==> src/rtl/ctr_clear_pkg.sv <==
// Package: shared constants for the counter clear register.
// Assumes the two time counters occupy the lowest request bits.
package ctr_clear_pkg;
    localparam int IDX_DSG_TIME = 0;   // discharge time counter request bit
    localparam int IDX_CHG_TIME = 1;   // charge time counter request bit
    localparam int N_TIMED      = 2;   // counters carrying sticky flag and rate
endpackage

==> src/rtl/ccr_req_reg.sv <==
// Module: ccr_req_reg
// Holds the pending clear requests and forms the read word.
// Every request is serviced in the cycle after it is written, so the
// pending bits live for exactly one cycle. The temperature field is a
// live view of temp_i and cannot be written.
module ccr_req_reg #(
    parameter int N_CLR  = 5,
    parameter int TEMP_W = 3
) (
    input  logic                      clk,
    input  logic                      rst_n,
    input  logic                      wr_en,
    input  logic [N_CLR-1:0]          wr_req,
    input  logic [TEMP_W-1:0]         temp,
    output logic [N_CLR-1:0]          pend_o,
    output logic [N_CLR+TEMP_W-1:0]   rd_data_o
);
    logic [N_CLR-1:0] pend_q;

    // Capture written 1s; anything pending is serviced and dropped next edge.
    always_ff @(posedge clk) begin
        if (!rst_n)
            pend_q <= '0;
        else if (wr_en)
            pend_q <= wr_req;
        else
            pend_q <= '0;
    end

    // Read word: temperature on top, request bits below.
    always_comb begin
        rd_data_o = {temp, pend_q};
    end

    assign pend_o = pend_q;
endmodule

==> src/rtl/ccr_counter.sv <==
// Module: ccr_counter
// A plain wrapping counter standing in for a measured quantity.
// A clear has priority over an increment in the same cycle.
module ccr_counter #(
    parameter int CNT_W = 8
) (
    input  logic             clk,
    input  logic             rst_n,
    input  logic             clr,
    input  logic             inc,
    output logic [CNT_W-1:0] cnt_o
);
    logic [CNT_W-1:0] cnt_q;

    // Count on the increment strobe, zero on a clear.
    always_ff @(posedge clk) begin
        if (!rst_n)
            cnt_q <= '0;
        else if (clr)
            cnt_q <= '0;
        else if (inc)
            cnt_q <= cnt_q + 1'b1;
    end

    assign cnt_o = cnt_q;
endmodule

==> src/rtl/ccr_timed_ctl.sv <==
// Module: ccr_timed_ctl
// Sticky status flag and count-rate selection of one time counter.
// A clear drops the flag and restores the default rate. The clear
// wins over a set or load in the same cycle.
module ccr_timed_ctl #(
    parameter int              RATE_W   = 3,
    parameter logic [RATE_W-1:0] RATE_DEF = 3
) (
    input  logic              clk,
    input  logic              rst_n,
    input  logic              clr,
    input  logic              sticky_set,
    input  logic              rate_ld,
    input  logic [RATE_W-1:0] rate_val,
    output logic              sticky_o,
    output logic [RATE_W-1:0] rate_o
);
    logic              sticky_q;
    logic [RATE_W-1:0] rate_q;

    // Sticky flag: set by event, cleared only with the counter.
    always_ff @(posedge clk) begin
        if (!rst_n || clr)
            sticky_q <= 1'b0;
        else if (sticky_set)
            sticky_q <= 1'b1;
    end

    // Rate selection: loaded from outside, defaulted on clear.
    always_ff @(posedge clk) begin
        if (!rst_n || clr)
            rate_q <= RATE_DEF;
        else if (rate_ld)
            rate_q <= rate_val;
    end

    assign sticky_o = sticky_q;
    assign rate_o   = rate_q;
endmodule

==> src/rtl/ctr_clear_reg.sv <==
// Module: ctr_clear_reg (top)
// Host-writable clear register with self-clearing request bits. It
// drives the counters it clears, and the sticky flags and rate
// selections of the two time counters.
// Assumes N_CLR >= 2, with the time counters at request bits 0 and 1.
module ctr_clear_reg #(
    parameter int N_CLR    = 5,
    parameter int CNT_W    = 8,
    parameter int TEMP_W   = 3,
    parameter int RATE_W   = 3,
    parameter int RATE_DEF = 3,
    localparam int REG_W   = N_CLR + TEMP_W
) (
    input  logic                    clk,
    input  logic                    rst_n,
    input  logic                    wr_en_i,
    input  logic [REG_W-1:0]        wr_data_i,
    output logic [REG_W-1:0]        rd_data_o,
    input  logic [TEMP_W-1:0]       temp_i,
    input  logic [N_CLR-1:0]        inc_i,
    output logic [N_CLR*CNT_W-1:0]  cnt_o,
    output logic [N_CLR-1:0]        clr_o,
    input  logic [1:0]              sticky_set_i,
    output logic [1:0]              sticky_o,
    input  logic [1:0]              rate_ld_i,
    input  logic [RATE_W-1:0]       rate_val_i,
    output logic [2*RATE_W-1:0]     rate_o
);
    import ctr_clear_pkg::*;

    localparam logic [RATE_W-1:0] RATE_DEF_C = RATE_W'(RATE_DEF);

    logic [N_CLR-1:0] pend;
    logic             unused_ro_bits;

    // Writes to the read-only temperature bits are dropped here.
    assign unused_ro_bits = ^wr_data_i[REG_W-1:N_CLR];

    ccr_req_reg #(.N_CLR(N_CLR), .TEMP_W(TEMP_W)) u_req (
        .clk       (clk),
        .rst_n     (rst_n),
        .wr_en     (wr_en_i),
        .wr_req    (wr_data_i[N_CLR-1:0]),
        .temp      (temp_i),
        .pend_o    (pend),
        .rd_data_o (rd_data_o)
    );

    // One counter per request bit.
    for (genvar i = 0; i < N_CLR; i++) begin : g_cnt
        ccr_counter #(.CNT_W(CNT_W)) u_cnt (
            .clk   (clk),
            .rst_n (rst_n),
            .clr   (pend[i]),
            .inc   (inc_i[i]),
            .cnt_o (cnt_o[i*CNT_W +: CNT_W])
        );
    end

    // Flag and rate state for the discharge and charge time counters.
    for (genvar j = 0; j < N_TIMED; j++) begin : g_timed
        ccr_timed_ctl #(.RATE_W(RATE_W), .RATE_DEF(RATE_DEF_C)) u_tctl (
            .clk        (clk),
            .rst_n      (rst_n),
            .clr        (pend[(j == 0) ? IDX_DSG_TIME : IDX_CHG_TIME]),
            .sticky_set (sticky_set_i[j]),
            .rate_ld    (rate_ld_i[j]),
            .rate_val   (rate_val_i),
            .sticky_o   (sticky_o[j]),
            .rate_o     (rate_o[j*RATE_W +: RATE_W])
        );
    end

    assign clr_o = pend;
endmodule

==> config.mk <==
export PLATFORM = sky130hd
export DESIGN_NAME = ctr_clear_reg
export DESIGN_NICKNAME = d
export VERILOG_FILES = /design/src/rtl/ctr_clear_pkg.sv /design/src/rtl/ccr_req_reg.sv /design/src/rtl/ccr_counter.sv /design/src/rtl/ccr_timed_ctl.sv /design/src/rtl/ctr_clear_reg.sv
export SDC_FILE = /design/constraint.sdc
export NUM_CORES = 1
export LEC_CHECK = 0
export BUFFER_PORTS_ARGS = -buffer_cell sky130_fd_sc_hd__buf_2
export CAP_MARGIN = 10
export CELL_PAD_IN_SITES_DETAIL_PLACEMENT = 0
export CELL_PAD_IN_SITES_GLOBAL_PLACEMENT = 2
export CORE_MARGIN = 10
export CORE_UTILIZATION = 27
export DETAILED_ROUTE_END_ITERATION = 16
export GPL_TIMING_DRIVEN = 0
export PLACE_DENSITY = 0.89
export SLEW_MARGIN = 20
export SYNTH_ARGS = -nofsm -noshare
export SYNTH_HDL_FRONTEND = slang
export SYNTH_SLANG_ARGS = --single-unit
==> constraint.sdc <==
create_clock -name clk -period 1.4 [get_ports clk]
set_input_delay 0.42 -clock clk [delete_from_list [all_inputs] [get_ports clk]]
set_output_delay 0.42 -clock clk [all_outputs]
set_load 0.02 [all_outputs]
[Word-level counts from Yosys, hierarchy flattened]
Cells that the tools add are included.
Storage, ports and cells
  bits of input ports: 26
  word-level logic and storage cells: 25
  output and inout bits: 61
  register bits: 53
Operators by class
  bitwise logic cells: 1
  add/subtract/negate cells: 5
  reduce and logical (&&, ||, !) cells: 9
Operators by type and width (number)
  $add A8 B1 Y8 const B: 5
  $reduce_or A2 Y1: 5
  $logic_or A1 B1 Y1: 2
  $reduce_and A2 Y1: 1
  $logic_not A1 Y1: 1
  $not A1 Y1: 1

[Longest topological paths before layout]
Gate-level depths: netlist (run 1).
  word-level depth: 2
  mapped depth: 4
  mapped depth without buffers: 4

[Modules after synthesis]
Synthesis (run 1) repeated with hierarchy kept, for this count alone.
Second synthesis, totals
  cells, all modules: 236
  area, all modules: 2169.6 sq um
By module, submodules not included
  ccr_counter: sequential area each 160.2 sq um, area an instance 339.1 sq um, times used 5, cells each 38
  ccr_timed_ctl: sequential area each 80.1 sq um, area an instance 141.4 sq um, times used 2, cells each 14
  ccr_req_reg: sequential area each 100.1 sq um, area an instance 191.4 sq um, times used 1, cells each 18

[Least setup slack after synthesis (run 1)]
OpenSTA, ideal clock, no wires.
  kind: flip-flop to flip-flop
  start: reg g_cnt[4].u_cnt.cnt_q[0]
  end: reg g_cnt[4].u_cnt.cnt_q[6]
  buffers on the path: 0
  stages on the path, launching flop included: 5
  slack: 0.018 ns
  data required time: 1.330 ns
  library setup time: 0.070 ns
  arrival time: 1.312 ns
  period minus slack after synthesis: 1.382 ns
  path through: dfxtp_1 ha_1 nand4_1 or3_1 a21oi_1
Between the ends
  word-level cells in the longest chain between the ends: 1
Ends and longest elaborated chain
  from (decl): RTL line ccr_counter.sv:13  | logic [CNT_W-1:0] cnt_q;
  from (signal assigned): RTL line ccr_counter.sv:22  | cnt_q <= cnt_q + 1'b1;
  $add A8 B1 Y8: RTL line ccr_counter.sv:22
Every way passes these cells.
A chain may end at the register's enable or synchronous reset.

[Final worst setup path (run 1)]
  start: reg u_req.pend_q[0] (netlist: u_req.pend_o[0])
  end: out clr_o[0]
RTL lines
  from (decl): RTL line ccr_req_reg.sv:18  | logic [N_CLR-1:0] pend_q;
  from (signal assigned): RTL line ccr_req_reg.sv:25  | pend_q <= wr_req;
  to (decl): RTL line ctr_clear_reg.sv:22  | output logic [N_CLR-1:0] clr_o,
No word-level cell between the ends.

==> results of run 1 <==
power groups by stage:
stage / Sequential (uW) / Combinational, uW / Clock (uW)
after detailed placement: 1630 / 333 / 0
after global placement: 1630 / 329 / 0
after global routing: 1610 / 370 / 960
after floorplan: 1670 / 171 / 0
after CTS: 1600 / 334 / 912
final: 1600 / 329 / 853
cell usage after synthesis:
cell type  instances  area share [%]
nand4_1           13             3.7
or2b_1             1            0.34
o211ai_1           1            0.34
nand2_1           17             2.9
xor2_1            15             6.0
or3_1             14             4.0
nand3_1            6             1.4
nand4_2            2             1.1
o21ai_0           14             3.2
or4_1              1            0.34
buf_2              3            0.68
buf_4             15             5.1
nand2b_1           4             1.1
nor2_1            31             5.3
dfxtp_1           53              48
xnor2_1            5             2.0
ha_1               5             2.8
clkbuf_1           6             1.0
a21oi_1           14             3.2
mux2i_1           11             5.0
and3_1             5             1.4
nor2b_1            3            0.85
layout make-up:
type                    count  share of cell area (%)
plain buffers              24                    5.28
clock buffers               5                    2.42
clock inverters             3                   0.616
multi-input cells         162                    34.8
flip-flops and latches     53                    38.3
well taps                 102                    4.49
repair buffers             77                    14.1
state kept, by name, indices dropped and copies added (netlist names):
register and count:
g_cnt.u_cnt.cnt_o 40, g_timed.u_tctl.sticky_o 2, g_timed.u_tctl.rate_o 6, u_req.pend_o 5
through the flow:
stage | cells | worst slack (ps) | hold WS [ps] | total power (uW) | setup TNS, ps
final | 426 | 46.9 | 319 | 2780 | 0
after global routing | 426 | 1.48 | 325 | 2940 | 0
after CTS | 426 | 6.03 | 305 | 2850 | 0
after detailed placement | 418 | -116 | 457 | 1970 | -1840
after global placement | 418 | -100 | 449 | 1960 | -1600
after floorplan | 239 | 17.8 | 439 | 1840 | 0
metal layers:
layer | GRT usage, % | share of wire (%) | up-vias
met5 | 0 | 0 | -
met3 | 4.18 | 8.5 | 4
li1 | - | - | 969
met4 | 2.20 | 0.66 | 0
met1 | 10.4 | 43 | 860
met2 | 13.8 | 48 | 46
cell families after synthesis:
group	after synthesis	synth area share, %
AND/OR/NAND/NOR	97	22.5
flip-flops	53	48.2
AO/OA/AOI/OAI	29	6.71
buffers and inverters	24	6.82
XOR/XNOR	20	7.96
multiplexers	11	5.00
adder cells (fa/ha/maj)	5	2.84
final timing paths:
| path | start | end | slack, ps | depth (start not counted) |
|---|---|---|---|---|
| setup / recovery | u_req.pend_o[0]$_SDFF_PN0_ | clr_o[0] | 50 | 2 |
| hold / removal | sticky_set_i[1] | g_timed[1].u_tctl.sticky_o$_SDFFE_PP0P_ | 320 | 3 |
| setup reg to reg | u_req.pend_o[4]$_SDFF_PN0_ | g_cnt[4].u_cnt.cnt_o[7]$_SDFFE_PP0P_ | 90 | 4 |
| hold reg to reg | g_timed[0].u_tctl.sticky_o$_SDFFE_PP0P_ | g_timed[0].u_tctl.sticky_o$_SDFFE_PP0P_ | 470 | 2 |
worst max-delay path, delay by kind of cell (launching register included):
kind,cells,cell delay [ps]
flip-flops,1,350
buffers and inverters,2,260
timing repair:
| item | 4_1_cts | 5_1_grt |
|---|---|---|
| endpoints found under the setup margin | 12 | 16 |
| pin swaps | 0 | 1 |
| resized for setup | 7 | 19 |
==> impl_metrics.ini, run 1 <==
[global_route]
grt_pass1_wl_um = 8630
grt_use_total_pct = 8.70
grt_pass1_vias = 1813
overflow = 0
grt_max_degree = 17
antenna_found_initial = 0

[cts]
path_clk_slew_ps = 110
cts_setup_buffers = 0
cts_hold_buffers = 0
cts_buffers = 5
clockBufferDepth = 2
root_buffer = clkbuf_8
insertion_delay_ps = 310
clock_sinks = 53
tritoncts = done
cts.htree.levels = 2

[floorplanning]
ioPinCount = 87
die_x_um = 110
die_area_mm2 = 0.0122
die_h_um = 110
coreArea_mm2 = 0.00785
core.rowCount = 32
start_util_pct = 28.0

[min_path]
hold_path_class = primary input to flip-flop

[yosys]
synth-seq-cells = 53
synth_seq_area_share_pct = 48.2
yosysUniqueCellTypes = 22
avgSynthCellArea_um2 = 9.21
yosys_warnings = 0
synthCells = 239
synthesis.area_mm2 = 0.00220
synthesis.nets = 270

[finish]
final_cell_mix = 77 x buf_2, 33 x dfxtp_1, 31 x nor2_1, 19 x dfxtp_2, 17 x nand2_1
finish.utilization_pct = 36.2
fin_area_mm2 = 0.00284
multiInputGateArea_um2 = 990
area.growth.synth_to_final_pct = 29.2
num-fill-cells = 864
layout_commonest_cell = buf_2
drive_gt1_share_pct = 38.6
nNetsFinal = 354
num_antenna_cells = 0
layout.area.seq_mm2 = 0.00109

[pwr]
p_clk_share_pct = 30.7
peakVddDrop_uv = 443
combPwrFrac_pct = 11.8
intPower_uw = 2050
p_seq_share_pct = 57.5
p_leak_uw = 0.00132
swShare_pct = 26.4
powerDensity_mw_per_mm2 = 978
netSwitchingPower_uw = 734

[detailed_routing]
routed_wl_um = 5430
drcViolationCount = 0
drt_iter0_markers = 42
ant_nets = 0
avgRoutedWirePerCell_um = 12.7
vias = 1879
vias_per_cell = 4.41
drtPass1Iterations = 4

[flow_run]
maxCapViolCount = 0

[timing]
max_freq_mhz = 739
hold_violations = 0
relSlewSlack_pct = 67.5
slew_violations = 0
period_needed_ps = 1350
finClkSkew_ps = 19.2
tightestPinTransition_ps = 487
rsz0062_at_grt = no
setup_viol = 0
finalCritPeriodShare_pct = 96.7

[setup_path]
end_kind = output port
cpMostUsedCell = buf_4
crit_path_cell_trace = buf_4, buf_4
cpPeakStageDelay_ps = 350
worstPathMaxFanout = 4
cp.arrival_ps = 930
cp.required_ps = 980
criticalPathCategory = flip-flop to output port
cp_slowest_cell = dfxtp_2
cp-start-kind = flip-flop

[place]
dpl.hpwl_um = 4250
place_area_mm2 = 0.00271
gp_congestion = 0.713
portBuffers = 77

[outcome]
status = completed
(Power assumes the default switching activity.)
==> inputs of run 2 (changes only) <==
--- a/config.mk
+++ b/config.mk
@@ -9,6 +9,7 @@
 export CAP_MARGIN = 10
 export CELL_PAD_IN_SITES_DETAIL_PLACEMENT = 0
 export CELL_PAD_IN_SITES_GLOBAL_PLACEMENT = 2
+export CORE_ASPECT_RATIO = 0.8
 export CORE_MARGIN = 10
 export CORE_UTILIZATION = 27
 export DETAILED_ROUTE_END_ITERATION = 16
==> impl_metrics.ini, run 2 (synthesis gave the netlist of run 1 again) <==
[finish]
largest_reg_flops = 40
final_cell_mix = 80 x buf_2, 36 x dfxtp_1, 31 x nor2_1, 17 x nand2_1, 16 x dfxtp_2
num_antenna_cells = 0
layout_commonest_cell = buf_2
num-fill-cells = 846
nNetsFinal = 353
drive_gt1_share_pct = 37.8
finish.utilization_pct = 35.8
area.growth.synth_to_final_pct = 29.2

[setup_path]
worstPathMaxFanout = 4
cp.arrival_ps = 940
crit_path_cell_trace = buf_4, buf_2
startpoint = u_req.pend_o[0]$_SDFF_PN0_
cp-start-kind = flip-flop
cp.required_ps = 980
cp_slowest_cell = dfxtp_4
cpPeakStageDelay_ps = 370
criticalPathCategory = flip-flop to output port
end_kind = output port
rr_startpoint = g_cnt[4].u_cnt.cnt_o[0]$_SDFFE_PP0P_

[timing]
hold_violations = 0
rsz0062_at_grt = no
period_needed_ps = 1360
tightestPinTransition_ps = 483
max_freq_mhz = 735
setup_viol = 0
finalCritPeriodShare_pct = 97.2
finalSetupTns_ps = 0
finClkSkew_ps = 3.25
relSlewSlack_pct = 67.8
slew_violations = 0

[cts]
clock_sinks = 53
cts.htree.levels = 2
cts_buffers = 5
root_buffer = clkbuf_8
path_clk_slew_ps = 100
cts_setup_buffers = 0
insertion_delay_ps = 300
clockBufferDepth = 2
tritoncts = done

[floorplanning]
coreArea_mm2 = 0.00795
die_h_um = 101
die_x_um = 121
core.rowCount = 29
ioPinCount = 87
die_area_mm2 = 0.0122
start_util_pct = 27.7

[detailed_routing]
avgRoutedWirePerCell_um = 12.6
drt_iter0_markers = 92
drcViolationCount = 0
vias = 1866
vias_per_cell = 4.33
routed_wl_um = 5420
ant_nets = 0
drtPass1Iterations = 4

[global_route]
grt_pass1_wl_um = 8940
antenna_found_initial = 0
grt_pass1_vias = 1859
grt_max_degree = 16
overflow = 0
grt_use_total_pct = 8.74

[pwr]
peakVddDrop_uv = 362
p_leak_uw = 0.00132
powerDensity_mw_per_mm2 = 1010

[place]
gp_congestion = 0.698
portBuffers = 77
dpl.hpwl_um = 4210

[min_path]
min-delay-start = sticky_set_i[1]
hold_path_class = primary input to flip-flop

[outcome]
status = completed

[flow_run]
maxCapViolCount = 0
[run 2: cell types whose count changed in the layout (fill, tap and decap cells not counted)]
cell,previous run,this run
dfxtp_1,33,36
clkinv_2,2,1
buf_2,77,80
clkbuf_1,6,5
dfxtp_2,19,16
clkbuf_8,5,7
clkinvlp_4,1,0
buf_6,2,0
buf_4,16,15
[run 2: area by class of cell]
class / count / area [um^2] / share of cell area (%)
plain buffers: 23 / 146 / 5.15
clock buffers: 7 / 96.3 / 3.39
clock inverters: 1 / 5.00 / 0.176
multi-input cells: 162 / 990 / 34.8
flip-flops and latches: 53 / 1080 / 38.2
well taps: 108 / 135 / 4.75
repair buffers: 77 / 385 / 13.6
[run 2: power breakdown]
part / internal (uW) / switching, uW / leakage [uW] / total [uW]
clock: 448 / 497 / 0.0000542 / 946
combinational: 139 / 187 / 0.000828 / 326
sequential: 1550 / 42.7 / 0.000439 / 1600
[run 2: layer usage]
metal	vias up	track usage (%)	part of all wire [%]
met1	837	10.1	44
met4	0	2.22	0.57
li1	972	-	-
met3	4	4.26	9.4
met2	53	14.2	46
met5	-	0	0
[run 2: stage by stage]
step | worst slack [ps] | cells | area, um^2 | total power [uW] | hold WS, ps
floorplan | 17.8 | 239 | 2200 | 1840 | 439
global placement | -156 | 424 | 2720 | 1960 | 450
detailed placement | -174 | 424 | 2720 | 1970 | 456
CTS | 2.79 | 432 | 2830 | 2930 | 311
global route | 0.672 | 431 | 2840 | 3020 | 338
finish | 39.3 | 431 | 2840 | 2870 | 324
[run 2: path summary, 6_finish.rpt]
kind                                                            endpoint  depth (start not counted)  slack (ps)
worst max register to register      g_cnt[4].u_cnt.cnt_o[6]$_SDFFE_PP0P_                          4         120
worst min register to register  g_timed[0].u_tctl.rate_o[1]$_SDFFE_PP1P_                          2         470
worst min-delay path             g_timed[1].u_tctl.sticky_o$_SDFFE_PP0P_                          3         320
worst max-delay path                                            clr_o[0]                          2          40
[run 2: worst max-delay path: cells and delay by family (launching register included)]
kind     cells  cell delay, ps
buf+inv      2             270
flops        1             370
[run 2: repair_timing]
action                                  in CTS  in global routing
endpoints found under the setup margin       4                 19
hold buffers                                 0                  0
resized for setup                            2                 16
==> inputs of run 3 (changes only) <==
==> constraint.sdc (replaced) <==
create_clock -name clk -period 1.5 [get_ports clk]
set_input_delay 0.45 -clock clk [delete_from_list [all_inputs] [get_ports clk]]
set_output_delay 0.45 -clock clk [all_outputs]
set_load 0.02 [all_outputs]
==> impl_metrics.ini, run 3 (synthesis gave the netlist of run 1 again) <==
[outcome]
status = completed

[pwr]
p_total_uw = 2670
powerDensity_mw_per_mm2 = 947
p_leak_uw = 0.00132
peakVddDrop_uv = 338

[timing]
relSlewSlack_pct = 68.1
period_needed_ps = 1410
tightestPinTransition_ps = 479
setup_viol = 0
finalCritPeriodShare_pct = 93.9
whs_ps = 355
finalSetupTns_ps = 0
rsz0062_at_grt = no
max_freq_mhz = 710
hold_violations = 0
postLayoutSetupSlackWorst_ps = 91.2
finClkSkew_ps = 3.39
slew_violations = 0

[detailed_routing]
vias = 1858
drcViolationCount = 0
drtPass1Iterations = 4
drt_iter0_markers = 82
avgRoutedWirePerCell_um = 12.4
vias_per_cell = 4.30
ant_nets = 0
routed_wl_um = 5370

[finish]
num_antenna_cells = 0
largest_reg_flops = 40
drive_gt1_share_pct = 32.7
fin_area_mm2 = 0.00282
layout.area.seq_mm2 = 0.00106
multiInputGateArea_um2 = 990
num-fill-cells = 845
nNetsFinal = 354
area.growth.synth_to_final_pct = 28.3
final_cell_mix = 80 x buf_2, 52 x dfxtp_1, 31 x nor2_1, 17 x nand2_1
layout_commonest_cell = buf_2

[setup_path]
criticalPathCategory = flip-flop to output port
end_kind = output port
worstPathMaxFanout = 4
cp-start-kind = flip-flop
cp.required_ps = 1050
cp.arrival_ps = 960

[floorplanning]
die_h_um = 101
ioPinCount = 87
start_util_pct = 27.7
coreArea_mm2 = 0.00795
die_area_mm2 = 0.0122
die_x_um = 121
core.rowCount = 29

[flow_run]
maxCapViolCount = 0

[place]
gp_congestion = 0.698
place_area_mm2 = 0.00272
post-place-ws_ps = -104
dpl.hpwl_um = 4210
portBuffers = 77

[cts]
clockBufferDepth = 2
insertion_delay_ps = 300
cts.htree.levels = 2
clock_sinks = 53
tritoncts = done
root_buffer = clkbuf_8
path_clk_slew_ps = 100
cts_buffers = 5

[global_route]
grt_max_degree = 16
grt_pass1_vias = 1859
overflow = 0
antenna_found_initial = 0
grt_pass1_wl_um = 8940
grt_use_total_pct = 8.74

[min_path]
hold_path_class = primary input to flip-flop
==> run 3: layout make-up <==
cell class	instances	share of cell area, %
Sequential cell	53	37.6
Clock buffer	7	3.41
Multi-Input combinational cell	162	35.0
Buffer	24	5.32
Timing Repair Buffer	77	13.6
Tap cell	108	4.79
Clock inverter	1	0.177
==> run 3: path summary, 6_finish.rpt <==
path	startpoint	to	slack (ps)	cells after the start
min reg2reg	g_timed[0].u_tctl.rate_o[1]$_SDFFE_PP1P_	g_timed[0].u_tctl.rate_o[1]$_SDFFE_PP1P_	470	2
max reg2reg	g_cnt[4].u_cnt.cnt_o[0]$_SDFFE_PP0P_	g_cnt[4].u_cnt.cnt_o[6]$_SDFFE_PP0P_	160	4
max	u_req.pend_o[1]$_SDFF_PN0_	clr_o[1]	90	2
min	sticky_set_i[1]	g_timed[1].u_tctl.sticky_o$_SDFFE_PP0P_	350	3
==> run 3: where the power goes <==
| group | switching (uW) | leakage [uW] | internal (uW) | total [uW] |
|---|---|---|---|---|
| logic | 174 | 0.000830 | 130 | 305 |
| registers | 39.6 | 0.000432 | 1450 | 1490 |
| clock network | 462 | 0.0000542 | 419 | 881 |
| total | 676 | 0.00132 | 2000 | 2670 |
==> run 3: timing repair <==
action / CTS / global route
endpoints found under the setup margin: 0 / 2
hold buffers: 0 / 0
gates resized for setup: 0 / 1
setup buffers: 0 / 0
==> run 3: stage by stage <==
step	cells	util, %
floorplan	239	-
global placement	424	34.2
detailed placement	424	34.2
CTS	432	35.5
global route	432	35.5
finish	432	35.5
==> run 3: critical path, stage by stage (launching register included) <==
cell     delay, ps
dfxtp_1        390
buf_4          120
buf_2          150
==> run 3: routing by layer <==
layer	routed length, um	track usage, %
met5	0	0
met4	31	2.22
met3	490	4.26
met2	2440	14.2
met1	2400	10.1
